<file path="src/rtl/smb_cfg_pkg.sv">
package smb_cfg_pkg;

    localparam int NREG  = 8;
    localparam int IDX_W = $clog2(NREG);

    localparam int IDX_OE   = 0;
    localparam int IDX_SS   = 1;
    localparam int IDX_DSLW = 2;
    localparam int IDX_REF  = 3;
    localparam int IDX_CNT  = 7;

    typedef enum logic [2:0] {
        PH_IDLE,
        PH_RX,
        PH_ACK,
        PH_TX,
        PH_HACK
    } phase_e;

    typedef enum logic [1:0] {
        BK_ADDR,
        BK_INDEX,
        BK_COUNT,
        BK_DATA
    } kind_e;

    typedef struct packed {
        logic scl_rise;
        logic scl_fall;
        logic start;
        logic stop;
        logic sda;
    } bus_ev_t;

    typedef struct packed {
        logic [1:0] dif_oe;
        logic [1:0] amp;
        logic [1:0] dif_slew;
        logic [1:0] ref_slew;
        logic       ref_wake;
        logic       ref_oe;
        logic [1:0] ss_mode;
    } cfg_out_t;

    function automatic logic [1:0] strap_code(input logic [1:0] lvl);
        case (lvl)
            2'd0:    return 2'b00;
            2'd1:    return 2'b01;
            default: return 2'b11;
        endcase
    endfunction

    function automatic logic [7:0] reg_rst(input int idx);
        case (idx)
            0:       return 8'hFF;
            1:       return 8'h06;
            2:       return 8'hFF;
            3:       return 8'hDF;
            4:       return 8'hFF;
            5:       return 8'h01;
            6:       return 8'h02;
            7:       return 8'h08;
            default: return 8'hFF;
        endcase
    endfunction

    function automatic logic [7:0] reg_wmask(input int idx);
        case (idx)
            0:       return 8'h0C;
            1:       return 8'h3B;
            2:       return 8'h06;
            3:       return 8'hF0;
            7:       return 8'h1F;
            default: return 8'h00;
        endcase
    endfunction

endpackage

</file>
<file path="src/rtl/smb_line_sync.sv">
module smb_line_sync
    import smb_cfg_pkg::*;
#(
    parameter int STAGES = 2
) (
    input  logic    clk,
    input  logic    rst,
    input  logic    scl_i,
    input  logic    sda_i,
    output bus_ev_t ev
);

    localparam int NLINE = 2;

    logic [NLINE-1:0] raw;
    logic [NLINE-1:0] cur;
    logic [NLINE-1:0] prev;

    assign raw = {scl_i, sda_i};

    for (genvar l = 0; l < NLINE; l++) begin : g_line
        logic [STAGES-1:0] chain;
        logic              last;

        always_ff @(posedge clk) begin
            if (rst) begin
                chain <= '1;
                last  <= 1'b1;
            end else begin
                chain <= {chain[STAGES-2:0], raw[l]};
                last  <= chain[STAGES-1];
            end
        end

        assign cur[l]  = chain[STAGES-1];
        assign prev[l] = last;
    end

    always_comb begin
        ev.sda      = cur[0];
        ev.scl_rise = cur[1] & ~prev[1];
        ev.scl_fall = ~cur[1] & prev[1];
        ev.start    = cur[1] & prev[1] & prev[0] & ~cur[0];
        ev.stop     = cur[1] & prev[1] & ~prev[0] & cur[0];
    end

endmodule

</file>
<file path="src/rtl/smb_cfg_regbank.sv">
module smb_cfg_regbank
    import smb_cfg_pkg::*;
#(
    parameter logic [6:0] ADDR_LO = 7'h68,
    parameter logic [6:0] ADDR_HI = 7'h6A
) (
    input  logic             clk,
    input  logic             rst,
    input  logic             addr_sel,
    input  logic [1:0]       ss_strap,
    input  logic             wr_en,
    input  logic [IDX_W-1:0] wr_idx,
    input  logic [7:0]       wr_data,
    input  logic [IDX_W-1:0] rd_idx,
    output logic [7:0]       rd_data,
    output logic [4:0]       rd_count,
    output logic [6:0]       my_addr,
    output cfg_out_t         cfg
);

    logic [1:0] strap_q;
    logic       sel_q;
    logic [7:0] store [NREG];
    logic [7:0] view  [NREG];

    always_ff @(posedge clk) begin
        if (rst) begin
            strap_q <= strap_code(ss_strap);
            sel_q   <= addr_sel;
        end
    end

    for (genvar g = 0; g < NREG; g++) begin : g_reg
        localparam logic [7:0] WM = reg_wmask(g);
        localparam logic [7:0] RV = reg_rst(g);

        always_ff @(posedge clk) begin
            if (rst) begin
                store[g] <= RV;
            end else if (wr_en && wr_idx == IDX_W'(g)) begin
                store[g] <= (store[g] & ~WM) | (wr_data & WM);
            end
        end

        if (g == IDX_SS) begin : g_ss
            assign view[g] = {strap_q, store[g][5:0]};
        end else begin : g_plain
            assign view[g] = store[g];
        end
    end

    assign rd_data  = view[rd_idx];
    assign rd_count = view[IDX_CNT][4:0];
    assign my_addr  = sel_q ? ADDR_HI : ADDR_LO;

    always_comb begin
        cfg.dif_oe   = view[IDX_OE][3:2];
        cfg.amp      = view[IDX_SS][1:0];
        cfg.dif_slew = view[IDX_DSLW][2:1];
        cfg.ref_slew = view[IDX_REF][7:6];
        cfg.ref_wake = view[IDX_REF][5];
        cfg.ref_oe   = view[IDX_REF][4];
        cfg.ss_mode  = view[IDX_SS][5] ? view[IDX_SS][4:3] : strap_q;
    end


    fields_hold_chk: assert property (@(posedge clk) disable iff (rst)
        !wr_en |=> $stable(cfg));


    strap_hold_chk: assert property (@(posedge clk) disable iff (rst)
        !rst |=> $stable(strap_q));


    addr_hold_chk: assert property (@(posedge clk) disable iff (rst)
        !rst |=> $stable(my_addr));

endmodule

</file>
<file path="src/rtl/smb_cfg_target.sv">
module smb_cfg_target
    import smb_cfg_pkg::*;
#(
    parameter logic [6:0] ADDR_LO     = 7'h68,
    parameter logic [6:0] ADDR_HI     = 7'h6A,
    parameter int         SYNC_STAGES = 2
) (
    input  logic       clk,
    input  logic       rst,
    input  logic       scl_i,
    input  logic       sda_i,
    output logic       sda_oe,
    input  logic       addr_sel,
    input  logic [1:0] ss_strap,
    output logic [1:0] dif_oe,
    output logic [1:0] amp_sel,
    output logic [1:0] dif_slew,
    output logic [1:0] ref_slew,
    output logic       ref_wake_en,
    output logic       ref_oe,
    output logic [1:0] ss_mode
);

    bus_ev_t          ev;
    cfg_out_t         cfg;
    logic [7:0]       rd_data;
    logic [4:0]       rd_count;
    logic [6:0]       my_addr;

    phase_e           phase;
    kind_e            kind;
    logic [7:0]       sh;
    logic [3:0]       bitcnt;
    logic             got_byte;
    logic             rd_mode;
    logic             first_tx;
    logic             host_ack;
    logic [IDX_W-1:0] ptr;
    logic [7:0]       remaining;

    logic             byte_end;
    logic             byte_ok;
    logic             wr_en;
    logic             load_tx;
    logic [7:0]       tx_byte;

    smb_line_sync #(
        .STAGES (SYNC_STAGES)
    ) i_sync (
        .clk   (clk),
        .rst   (rst),
        .scl_i (scl_i),
        .sda_i (sda_i),
        .ev    (ev)
    );

    smb_cfg_regbank #(
        .ADDR_LO (ADDR_LO),
        .ADDR_HI (ADDR_HI)
    ) i_bank (
        .clk      (clk),
        .rst      (rst),
        .addr_sel (addr_sel),
        .ss_strap (ss_strap),
        .wr_en    (wr_en),
        .wr_idx   (ptr),
        .wr_data  (sh),
        .rd_idx   (ptr),
        .rd_data  (rd_data),
        .rd_count (rd_count),
        .my_addr  (my_addr),
        .cfg      (cfg)
    );

    assign byte_end = (phase == PH_RX) && got_byte && ev.scl_fall;
    assign byte_ok  = (kind != BK_ADDR) || (sh[7:1] == my_addr);
    assign wr_en    = byte_end && (kind == BK_DATA) && (remaining != 8'd0);
    assign load_tx  = ev.scl_fall &&
                      (((phase == PH_ACK) && rd_mode) || ((phase == PH_HACK) && host_ack));
    assign tx_byte  = first_tx ? {3'b000, rd_count} : rd_data;

    always_ff @(posedge clk) begin
        if (rst) begin
            phase     <= PH_IDLE;
            kind      <= BK_ADDR;
            sh        <= '0;
            bitcnt    <= '0;
            got_byte  <= 1'b0;
            rd_mode   <= 1'b0;
            first_tx  <= 1'b0;
            host_ack  <= 1'b0;
            ptr       <= '0;
            remaining <= '0;
            sda_oe    <= 1'b0;
        end else if (ev.stop) begin
            phase    <= PH_IDLE;
            got_byte <= 1'b0;
            sda_oe   <= 1'b0;
        end else if (ev.start) begin
            phase    <= PH_RX;
            kind     <= BK_ADDR;
            bitcnt   <= '0;
            got_byte <= 1'b0;
            sda_oe   <= 1'b0;
        end else if (load_tx) begin
            phase  <= PH_TX;
            sh     <= tx_byte;
            sda_oe <= ~tx_byte[7];
            bitcnt <= '0;
            if (first_tx) begin
                first_tx <= 1'b0;
            end else begin
                ptr <= ptr + 1'b1;
            end
        end else begin
            unique case (phase)
                PH_RX: begin
                    if (ev.scl_rise && !got_byte) begin
                        sh     <= {sh[6:0], ev.sda};
                        bitcnt <= bitcnt + 1'b1;
                        if (bitcnt == 4'd7) begin
                            got_byte <= 1'b1;
                        end
                    end else if (byte_end) begin
                        got_byte <= 1'b0;
                        bitcnt   <= '0;
                        if (byte_ok) begin
                            phase  <= PH_ACK;
                            sda_oe <= 1'b1;
                        end else begin
                            phase <= PH_IDLE;
                        end
                        unique case (kind)
                            BK_ADDR: begin
                                rd_mode  <= sh[0];
                                first_tx <= sh[0];
                                kind     <= BK_INDEX;
                            end
                            BK_INDEX: begin
                                ptr  <= sh[IDX_W-1:0];
                                kind <= BK_COUNT;
                            end
                            BK_COUNT: begin
                                remaining <= sh;
                                kind      <= BK_DATA;
                            end
                            default: begin
                                if (wr_en) begin
                                    ptr       <= ptr + 1'b1;
                                    remaining <= remaining - 1'b1;
                                end
                            end
                        endcase
                    end
                end
                PH_ACK: begin
                    if (ev.scl_fall) begin
                        phase  <= PH_RX;
                        sda_oe <= 1'b0;
                    end
                end
                PH_TX: begin
                    if (ev.scl_rise) begin
                        bitcnt <= bitcnt + 1'b1;
                    end
                    if (ev.scl_fall) begin
                        if (bitcnt == 4'd8) begin
                            phase  <= PH_HACK;
                            sda_oe <= 1'b0;
                        end else begin
                            sh     <= {sh[6:0], 1'b0};
                            sda_oe <= ~sh[6];
                        end
                    end
                end
                PH_HACK: begin
                    if (ev.scl_rise) begin
                        host_ack <= ~ev.sda;
                    end
                    if (ev.scl_fall) begin
                        phase <= PH_IDLE;
                    end
                end
                default: ;
            endcase
        end
    end

    assign dif_oe      = cfg.dif_oe;
    assign amp_sel     = cfg.amp;
    assign dif_slew    = cfg.dif_slew;
    assign ref_slew    = cfg.ref_slew;
    assign ref_wake_en = cfg.ref_wake;
    assign ref_oe      = cfg.ref_oe;
    assign ss_mode     = cfg.ss_mode;


    oe_slot_chk: assert property (@(posedge clk) disable iff (rst)
        sda_oe |-> (phase == PH_ACK || phase == PH_TX));


    oe_edge_chk: assert property (@(posedge clk) disable iff (rst)
        !$stable(sda_oe) |-> $past(ev.scl_fall || ev.start || ev.stop));


    hack_release_chk: assert property (@(posedge clk) disable iff (rst)
        (phase == PH_HACK) |-> !sda_oe);


    write_mode_chk: assert property (@(posedge clk) disable iff (rst)
        wr_en |-> !rd_mode);

endmodule

</file>
<file path="config.mk">
export PLATFORM = sky130hd
export DESIGN_NAME = smb_cfg_target
export DESIGN_NICKNAME = d
export VERILOG_FILES = /design/src/rtl/smb_cfg_pkg.sv /design/src/rtl/smb_line_sync.sv /design/src/rtl/smb_cfg_regbank.sv /design/src/rtl/smb_cfg_target.sv
export SDC_FILE = /design/constraint.sdc
export NUM_CORES = 1
export LEC_CHECK = 0
export BUFFER_PORTS_ARGS = -buffer_cell sky130_fd_sc_hd__buf_2
export CAP_MARGIN = 25
export CORE_MARGIN = 4
export CORE_UTILIZATION = 55
export CTS_CLUSTER_SIZE = 28
export DETAILED_ROUTE_END_ITERATION = 7
export HOLD_SLACK_MARGIN = 0.1
export PLACE_DENSITY = 0.73
export SLEW_MARGIN = 15
export SYNTH_ARGS = -nofsm -noshare
export SYNTH_HDL_FRONTEND = slang
export SYNTH_SLANG_ARGS = --single-unit
</file>
<file path="constraint.sdc">
create_clock -name clk -period 2.1 [get_ports clk]
set_input_delay 0.63 -clock clk [delete_from_list [all_inputs] [get_ports clk]]
set_output_delay 0.63 -clock clk [all_outputs]
set_load 0.02 [all_outputs]
</file>
# After elaboration in Yosys (flattened, before gate mapping)
# Memories as Yosys holds them, arrays and structs flattened.
# Cells that the tools add are included.
dict set report totals {
  regBits 42
  ramBits 64
  out_inout_bits 13
  word_cells 253
  memories 1
  input_bits 7
}
# memory depth width rd rd_clocked_by_memory_dff wr line_no
set memory_table {}
lappend memory_table {i_bank.store 8 8 8 0 8 smb_cfg_regbank.sv:23} ;# logic [7:0] store [NREG];
dict set report op_classes {
  mux 93
  n_addsub 3
  n_eq_ne 47
  n_reduce_logical 57
  order_cmp 1
  bitwise 32
}
# operator count
set op_table {}
lappend op_table {{two-way mux 8 bit} 16}
lappend op_table {{two-way mux 1 bit} 42}
lappend op_table {{two-way mux 3 bit} 12}
lappend op_table {{case mux 8 bit (2 select lines)} 2}
lappend op_table {{!= test 4 bit (second input constant)} 7}
lappend op_table {{AND reduction 7 bit} 4}
lappend op_table {{binary-select mux 8 bit (select 3 bit)} 1}
lappend op_table {{!= test 3 bit (second input constant)} 8}
lappend op_table {{AND reduction 6 bit} 4}
lappend op_table {{two-way mux 4 bit} 5}
lappend op_table {{!= test 2 bit (second input constant)} 10}
lappend op_table {{two-way mux 2 bit} 9}
lappend op_table {{logical AND 1 bit} 16}
lappend op_table {{AND reduction 8 bit} 2}
lappend op_table {{nonzero test 2 bit} 8}
lappend op_table {{nonzero test 4 bit} 4}
lappend op_table {{equality test 3 bit (second input constant)} 5}
lappend op_table {{equality test 3 x 2 -> 1 bit (second input constant)} 4}
lappend op_table {{case mux 3 bit (4 select lines)} 1}
lappend op_table {{inverter 1 bit} 11}
lappend op_table {{OR 1 bit} 8}
lappend op_table {{OR 4 x 8 -> 8 bit} 1}
lappend op_table {{OR 8 x 3 -> 8 bit} 1}
lappend op_table {{OR 8 x 4 -> 8 bit} 1}
lappend op_table {{35 further kinds} 51}

# Logic depth before layout (Yosys ltp)
# Gate-level depths: netlist of run 1.
dict set report logic_depth {
  depth_word 11
  ltp_mapped 8
  mapped_depth_nobuf 7
}

# Hierarchy
# A second synthesis of run 1 with hierarchy kept.
dict set report hier_totals {
  cells_unflattened 417
  hier_area_um2 3737.3
}
# module cells_per_inst area_per_inst_um2 n_inst seq_area_each_um2
set modules_own_cells {}
lappend modules_own_cells {smb_cfg_target 282 2280.9 1 660.6}
lappend modules_own_cells {smb_cfg_regbank 118 1258.7 1 630.6}
lappend modules_own_cells {smb_line_sync 17 197.7 1 120.1}

# Least setup slack after synthesis of run 1
# OpenSTA, ideal clock, no wires.
dict set report synth_path {
  path_kind {register to register}
  startpoint {reg kind[0]}
  endpoint {reg ptr[1]}
  required_ps 1978
  arrival_ps 1785
  setup_time_ps 122
  slack_ps 194
  synth_period_minus_slack_ps 1906
  n_path_buf 1
  path_stages_with_launch 9
  path_cell_list {dfxtp_1 -> inv_1 -> ha_1 -> clkbuf_1 -> nor2_1 -> o2111ai_1 -> and3_4 -> or2_4 -> o311a_1}
}
dict set report synth_via {
  elab_chain_cells 7
  word_cells_on_any_way 15
  classes_between {eq/ne (4); mux (5); reduce/logical (6)}
}
# element line_no
set synth_lines {}
lappend synth_lines {{start, declared} smb_cfg_target.sv:31} ;# kind_e kind;
lappend synth_lines {{start signal, assigned} smb_cfg_target.sv:85} ;# kind <= BK_ADDR;
lappend synth_lines {{start signal, assigned} smb_cfg_target.sv:101} ;# kind <= BK_ADDR;
lappend synth_lines {{start signal, assigned} smb_cfg_target.sv:137} ;# kind <= BK_INDEX;
lappend synth_lines {{equality test 2 bit or zero test 2 bit (tied branches)} smb_cfg_target.sv:133} ;# unique case (kind)
lappend synth_lines {{OR reduction 2 bit (no source line)} n/a}
lappend synth_lines {{case mux 3 bit (2 select lines)} smb_cfg_target.sv:133}
lappend synth_lines {{two-way mux 3 bit} smb_cfg_target.sv:124} ;# end else if (byte_end) begin
lappend synth_lines {{two-way mux 3 bit} smb_cfg_target.sv:118} ;# if (ev.scl_rise && !got_byte) begin
lappend synth_lines {{two-way mux 3 bit} smb_cfg_target.sv:116} ;# unique case (phase)
lappend synth_lines {{two-way mux 3 bit} smb_cfg_target.sv:105} ;# end else if (load_tx) begin
lappend synth_lines {{end signal, assigned} smb_cfg_target.sv:113} ;# ptr <= ptr + 1'b1;
lappend synth_lines {{end signal, assigned} smb_cfg_target.sv:140} ;# ptr <= sh[IDX_W-1:0];
lappend synth_lines {{end signal, assigned} smb_cfg_target.sv:149} ;# ptr <= ptr + 1'b1;
lappend synth_lines {{end, declared} smb_cfg_target.sv:38} ;# logic [IDX_W-1:0] ptr;
# Parallel ways exist; a longest one is shown, timed or not. The select of a mux whose other input is x is not followed.
# A chain may end at the register's enable or synchronous reset.

==> impl_metrics.csv, run 1 <==
group,metric,value,unit
logic_synthesis,synth_flop_cell,"dfxtp_1",
setup_path,reg2reg_from,"remaining[0]",
logic_synthesis,seq_area_frac_synth,40.0,%
setup_path,crit_required,2160,ps
sta,finalCritPeriodShare,91.9,%
clock_tree,clock-sinks,60,
sta,fin_ws,171,ps
floorplanning,die_area,7770,um^2
final_layout,fillers,509,
logic_synthesis,syn_nets,424,
grt,grt_pass1_vias,2998,
sta,finalHoldViolCount,0,
setup_path,critical_path.max_stage_delay,500,ps
setup_path,critPathCaptureType,"flop",
sta,rsz0062_at_grt,"false",
route,via_count,3073,
logic_synthesis,synth_warnings,0,
route,firstDrtPassIters,5,
sta,slew_viol_final,0,
sta,fin_worst_skew,7.92,ps
route,wl,8.39,mm
hold_path,hold_path_class,"reg2reg",
sta,tightest_slew,684,ps
logic_synthesis,netlist_instances,402,
clock_tree,cts.clk_slew.worst_paths,70,ps
sta,fmax,0.518,GHz
pwr,max-vdd-ir-drop,0.000442,V
floorplanning,pin_count,20,
floorplanning,die_w,88.1,um
sta,fin_tns_setup,0,ps
logic_synthesis,yosys.cell_types.count,66,
clock_tree,cts_made_buffers,9,
pwr,p_leak,1.47,nW
run,maxCapViolCount,0,
route,final_antenna_net_count,0,
clock_tree,clk_latency,340,ps
setup_path,start_kind,"flop",
sta,max-slew-margin-rel,54.3,%
route,routedWlPerCell,16.5,um
final_layout,antenna_cells,0,
hold_path,min-delay-start,"i_sync.g_line[1].chain[0]",
final_layout,nNetsFinal,450,
floorplanning,fp.dieH,88.1,um
route,via_per_inst,6.05,
final_layout,area_growth,12.1,%
floorplanning,core,6060,um^2
logic_synthesis,synth_edf_count,21,
grt,antenna_found_initial,0,
route,route.detailed.drc,0,
grt,grt_max_degree,22,
floorplanning,rows,28,
setup_path,path_class,"reg2reg",
logic_synthesis,syn_area,3530,um^2
placement,place_congestion,0.900,
setup_path,cp_max_fo,5,
setup_path,crit_start,"remaining[0]",
logic_synthesis,synth_area_leader_cell,"dfxtp_1",
placement,dp_slack,109,ps
clock_tree,clk_path_buf_depth,2,
pwr,powerDensity,580,nW/um^2
logic_synthesis,synth_top_cell_area_share,22.1,%
placement,port_buffers,19,
final_layout,drive_above_1_share,19.4,%
clock_tree,root_buffer,"clkbuf_8",
sta,layout_min_cycle_time,1930,ps
grt,grt_pass1_wl,14.1,mm
grt,overflow,0,
setup_path,crit_chain,"inv_1 > ha_1 > or3b_2 > o21ai_4 > nor3_1 > nand2_1 > nand2_2",
logic_synthesis,synthTopCellsByArea,"dfxtp_1 22%, edfxtp_1 18%, a21oi_1 5.8%, ha_1 5.3%, nand2_1 4.9%",
logic_synthesis,async_flop_share,0,%
setup_path,worst_path_max_delay_cell,"or3b_2",
grt,grt_util_all_layers,23.4,%
clock_tree,htreeDepth,3,
logic_synthesis,synth_seq_cells,60,
floorplanning,initial_utilization,58.3,%
placement,dp_hpwl,6.24,mm
setup_path,arrival,1990,ps
route,drt_iter0_markers,198,
logic_synthesis,synth.avg_cell_area,8.78,um^2
clock_tree,cts_tree,"built",
sta,final-setup-viol-count,0,
run_status,status,"finished, final reports clean",
[kinds of logic after synthesis]
| group | synth area share [%] |
|---|---|
| fa+ha+maj | 5.32 |
| buf+inv | 5.39 |
| xor+xnor | 0.496 |
| flops | 40.0 |
| mux | 3.83 |
| simple gates | 24.2 |
| compound gates | 20.8 |
[worst paths after layout]
path	cells after the start	slack (ps)	to
max	7	170	i_bank.store[0][13]
min	1	410	i_sync.g_line[1].chain[1]
max reg2reg	7	170	i_bank.store[0][13]
min reg2reg	1	410	i_sync.g_line[1].chain[1]
[cell usage after synthesis, types with 10 or more instances]
cell type  count
a21oi_1       41
and2_1        10
clkbuf_1      14
dfxtp_1       39
edfxtp_1      21
ha_1          15
inv_1         17
nand2_1       46
nand2b_1      12
nand3_1       12
nor2_1        22
nor3_1        10
o21ai_0       11
[worst max-delay path: cells and delay by family (launching register included)]
family                   cells  cell delay [ps]
adder cells (fa/ha/maj)      1              140
AND/OR/NAND/NOR              4              860
buffers and inverters        1              100
AO/OA/AOI/OAI                1              220
flip-flops                   1              330
[report_power, final]
| group | total (mW) | switching, mW | internal (mW) |
|---|---|---|---|
| clock network | 0.980 | 0.449 | 0.531 |
| logic | 0.0865 | 0.0551 | 0.0315 |
| registers | 1.23 | 0.0132 | 1.22 |
[what timing repair did]
item / 4_1_cts / 5_1_grt
hold buffers: 0 / 0
endpoints found under the setup margin: 0 / 8
gates resized for setup: 0 / 4
buffers inserted: 0 / 1
endpoints found under the hold margin: 0 / 0
[flip-flops by register name (all words and copies together) (netlist names), 2 cells and up]
name and flops:
bitcnt 4, i_bank.store 18, i_bank.strap_q 2, i_sync.g_line.chain 4
i_sync.g_line.last 2, kind 2, phase 3, ptr 3
remaining 8, sh 8
[per-layer routing]
metal | GRT usage [%] | part of all wire [%] | vias to the layer above
li1 | - | - | 1506
met2 | 41.0 | 49 | 91
met5 | 0 | 0 | -
met1 | 28.5 | 42 | 1455
met4 | 9.48 | 2.5 | 0
met3 | 4.14 | 5.8 | 21
[layout make-up]
class,instances,area (um^2),area share (%)
clock buffers,9,124,3.13
clock inverters,7,57.6,1.45
inverters,18,67.6,1.71
multi-input cells,298,1940,49.1
flip-flops and latches,60,1410,35.7
well taps,75,93.8,2.37
repair buffers,41,260,6.57
[cells in the final DEF, fill, tap and decap left out, types with 6 or more instances in the layout]
master | netlist | final
nand2_1 | 46 | 45
a21oi_1 | 41 | 41
dfxtp_1 | 39 | 38
nor2_1 | 22 | 22
buf_4 | 5 | 22
edfxtp_1 | 21 | 21
buf_2 | 5 | 19
inv_1 | 17 | 17
ha_1 | 15 | 15
nand3_1 | 12 | 12
nand2b_1 | 12 | 12
o21ai_0 | 11 | 11
nor3_1 | 10 | 10
and2_1 | 10 | 10
mux2i_1 | 9 | 9
o211ai_1 | 9 | 9
clkbuf_8 | 0 | 9
or2_2 | 8 | 8
a31oi_1 | 6 | 6
o31ai_1 | 6 | 6
o21ai_1 | 7 | 6
[per-stage QoR]
step	total power, mW	hold slack, ps	cell area [um^2]	instances	utilization, %
detailed placement	1.34	396	3750	491	62.0
finish	2.30	411	3960	508	65.3
floorplan	1.31	389	3530	402	-
CTS	2.30	411	3940	507	64.9
global placement	1.34	398	3750	491	62.0
global route	2.36	423	3960	508	65.3
(Power assumes the default switching activity.)
==> run 2: changes to the inputs <==
--- a/config.mk
+++ b/config.mk
@@ -7,12 +7,14 @@
 export LEC_CHECK = 0
 export BUFFER_PORTS_ARGS = -buffer_cell sky130_fd_sc_hd__buf_2
 export CAP_MARGIN = 25
+export CELL_PAD_IN_SITES_DETAIL_PLACEMENT = 1
+export CELL_PAD_IN_SITES_GLOBAL_PLACEMENT = 1
 export CORE_MARGIN = 4
-export CORE_UTILIZATION = 55
+export CORE_UTILIZATION = 47
 export CTS_CLUSTER_SIZE = 28
 export DETAILED_ROUTE_END_ITERATION = 7
 export HOLD_SLACK_MARGIN = 0.1
-export PLACE_DENSITY = 0.73
+export PLACE_DENSITY_LB_ADDON = 0.1
 export SLEW_MARGIN = 15
 export SYNTH_ARGS = -nofsm -noshare
 export SYNTH_HDL_FRONTEND = slang
==> run 2 against run 1 <==
Sequential power about the same. Maximum frequency down 1.7%. Register-to-register slack got worse by 30 ps. Largest cell class unchanged. First-iteration DRC count fell by 43%. Global-route usage down 0.13 points. Largest power group unchanged. Critical endpoint is now i_bank.store[3][8].
==> impl_metrics.csv, run 2 (same netlist as run 1, synthesis figures left out) <==
group,metric,value,unit
run_status,status,"finished, final reports clean",
pwr,max-vdd-ir-drop,0.000399,V
setup_path,ff2ff_setup_slack,140,ps
route,wl,9.75,mm
clock_tree,clk_latency,350,ps
floorplanning,die_area,8960,um^2
final_layout,top_regs,"i_bank.store: 18 flops, remaining: 8 flops, sh: 8 flops",
setup_path,cp_max_fo,5,
floorplanning,fp.dieH,94.7,um
setup_path,start_kind,"flop",
route,via_per_inst,5.78,
clock_tree,clk_path_buf_depth,2,
final_layout,final_cell_mix,"46 x nand2_1, 41 x a21oi_1, 39 x dfxtp_1",
pwr,p_leak,1.50,nW
final_layout,max_flop_register,"i_bank.store",
sta,tightest_slew,657,ps
clock_tree,clock-sinks,60,
hold_path,min-delay-start,"i_sync.g_line[0].chain[0]",
final_layout,layout.cells.most_common,"nand2_1",
grt,overflow,0,
route,route.detailed.drc,0,
placement,port_buffers,19,
floorplanning,pin_count,20,
clock_tree,htreeDepth,3,
placement,dp_slack,55.5,ps
hold_path,hold_path_class,"reg2reg",
grt,antenna_found_initial,0,
sta,fin_ws,136,ps
setup_path,worst_path_max_delay_cell,"or3b_2",
final_layout,largest_reg_flops,18,
placement,dp_hpwl,7.26,mm
floorplanning,rows,31,
grt,grt_pass1_vias,3230,
sta,fmax,0.509,GHz
floorplanning,initial_utilization,48.4,%
sta,finalHoldViolCount,0,
sta,slew_viol_final,0,
floorplanning,die_w,94.7,um
setup_path,reg2reg_from,"remaining[0]",
final_layout,area_growth,15.3,%
grt,grt.busiest_layer,"met2",
pwr,total_power,2.48,mW
grt,grt_use_met2,39.7,%
clock_tree,ctsHoldBuffers,0,
setup_path,path_class,"reg2reg",
sta,fin_worst_skew,8.40,ps
grt,grt_max_degree,26,
setup_path,crit_required,2210,ps
setup_path,worst-path-buf-inv,1,
sta,finalCritPeriodShare,93.5,%
grt,use_met3,3.90,%
setup_path,crit_family,"simple AND/OR/NAND/NOR gates",
setup_path,crit_start,"remaining[0]",
clock_tree,cts-resized-gates,0,
grt,grtUsageMet1,28.8,%
route,routedWlPerCell,18.1,um
setup_path,critical_path.max_stage_delay,510,ps
setup_path,crit_chain,"inv_1 > ha_1 > or3b_2 > o21ai_2 > nor3b_1 > and2_1",
sta,rsz0062_at_grt,"false",
sta,layout_min_cycle_time,1960,ps
setup_path,critPathCaptureType,"flop",
clock_tree,cts_made_buffers,9,
sta,hold_ws,420,ps
sta,final-setup-viol-count,0,
final_layout,drive_above_1_share,20.5,%
clock_tree,cts.clk_slew.worst_paths,70,ps
route,final_antenna_net_count,0,
clock_tree,root_buffer,"clkbuf_8",
floorplanning,core,7290,um^2
grt,grt_pass1_wl,16.0,mm
clock_tree,postCtsSetupBuffers,0,
route,via_count,3116,
placement,place_congestion,0.879,
setup_path,arrival,2070,ps
final_layout,antenna_cells,0,
sta,max-slew-margin-rel,56.2,%
sta,fin_tns_setup,0,ps
route,drt_iter0_markers,113,
clock_tree,cts_tree,"built",
run,maxCapViolCount,0,
pwr,powerDensity,608,nW/um^2
grt,grt_util_all_layers,23.3,%
route,firstDrtPassIters,4,
final_layout,nNetsFinal,457,
==> run 2: cell types whose count changed in the layout (fill, tap and decap cells not counted) <==
cell        delta
bufinv_16      +1
clkinv_1       -1
clkinv_2       -3
nand2_1        +1
buf_4          +7
clkinvlp_4     +3
dfxtp_2        -1
dfxtp_1        +1
nand2_2        -1
==> run 2: path summary, 6_finish.rpt <==
path / to / cells past startpoint
worst min-delay path: i_sync.g_line[0].chain[1] / 1
worst min register to register: i_sync.g_line[0].chain[1] / 1
worst max-delay path: i_bank.store[3][8] / 6
worst max register to register: i_bank.store[3][8] / 6
==> run 2: report_power, final <==
part	internal (mW)	switching, mW	leakage, nW
combinational	0.0334	0.0592	0.911
clock	0.661	0.492	0.0989
sequential	1.22	0.0124	0.494
==> run 2: metrics by stage <==
step | instance area (um^2) | cells | utilization (%)
floorplan | 3530 | 402 | -
detailed placement | 3840 | 523 | 52.7
global placement | 3840 | 523 | 52.7
CTS | 4060 | 539 | 55.7
global route | 4070 | 539 | 55.8
finish | 4070 | 539 | 55.8
==> run 2: area by class of cell <==
| type | count | area [um^2] |
|---|---|---|
| fillers | 902 | 3220 |
| multi-input cells | 298 | 1940 |
| flip-flops and latches | 60 | 1410 |
| repair buffers | 48 | 313 |
| clock buffers | 9 | 124 |
| well taps | 99 | 124 |
| clock inverters | 7 | 91.3 |
| inverters | 18 | 67.6 |
==> run 2: metal layers <==
metal / vias to the layer above / share of wire [%]
met5: - / 0
met1: 1520 / 43
met3: 18 / 4.1
met2: 60 / 50
li1: 1518 / -
met4: 0 / 2.3
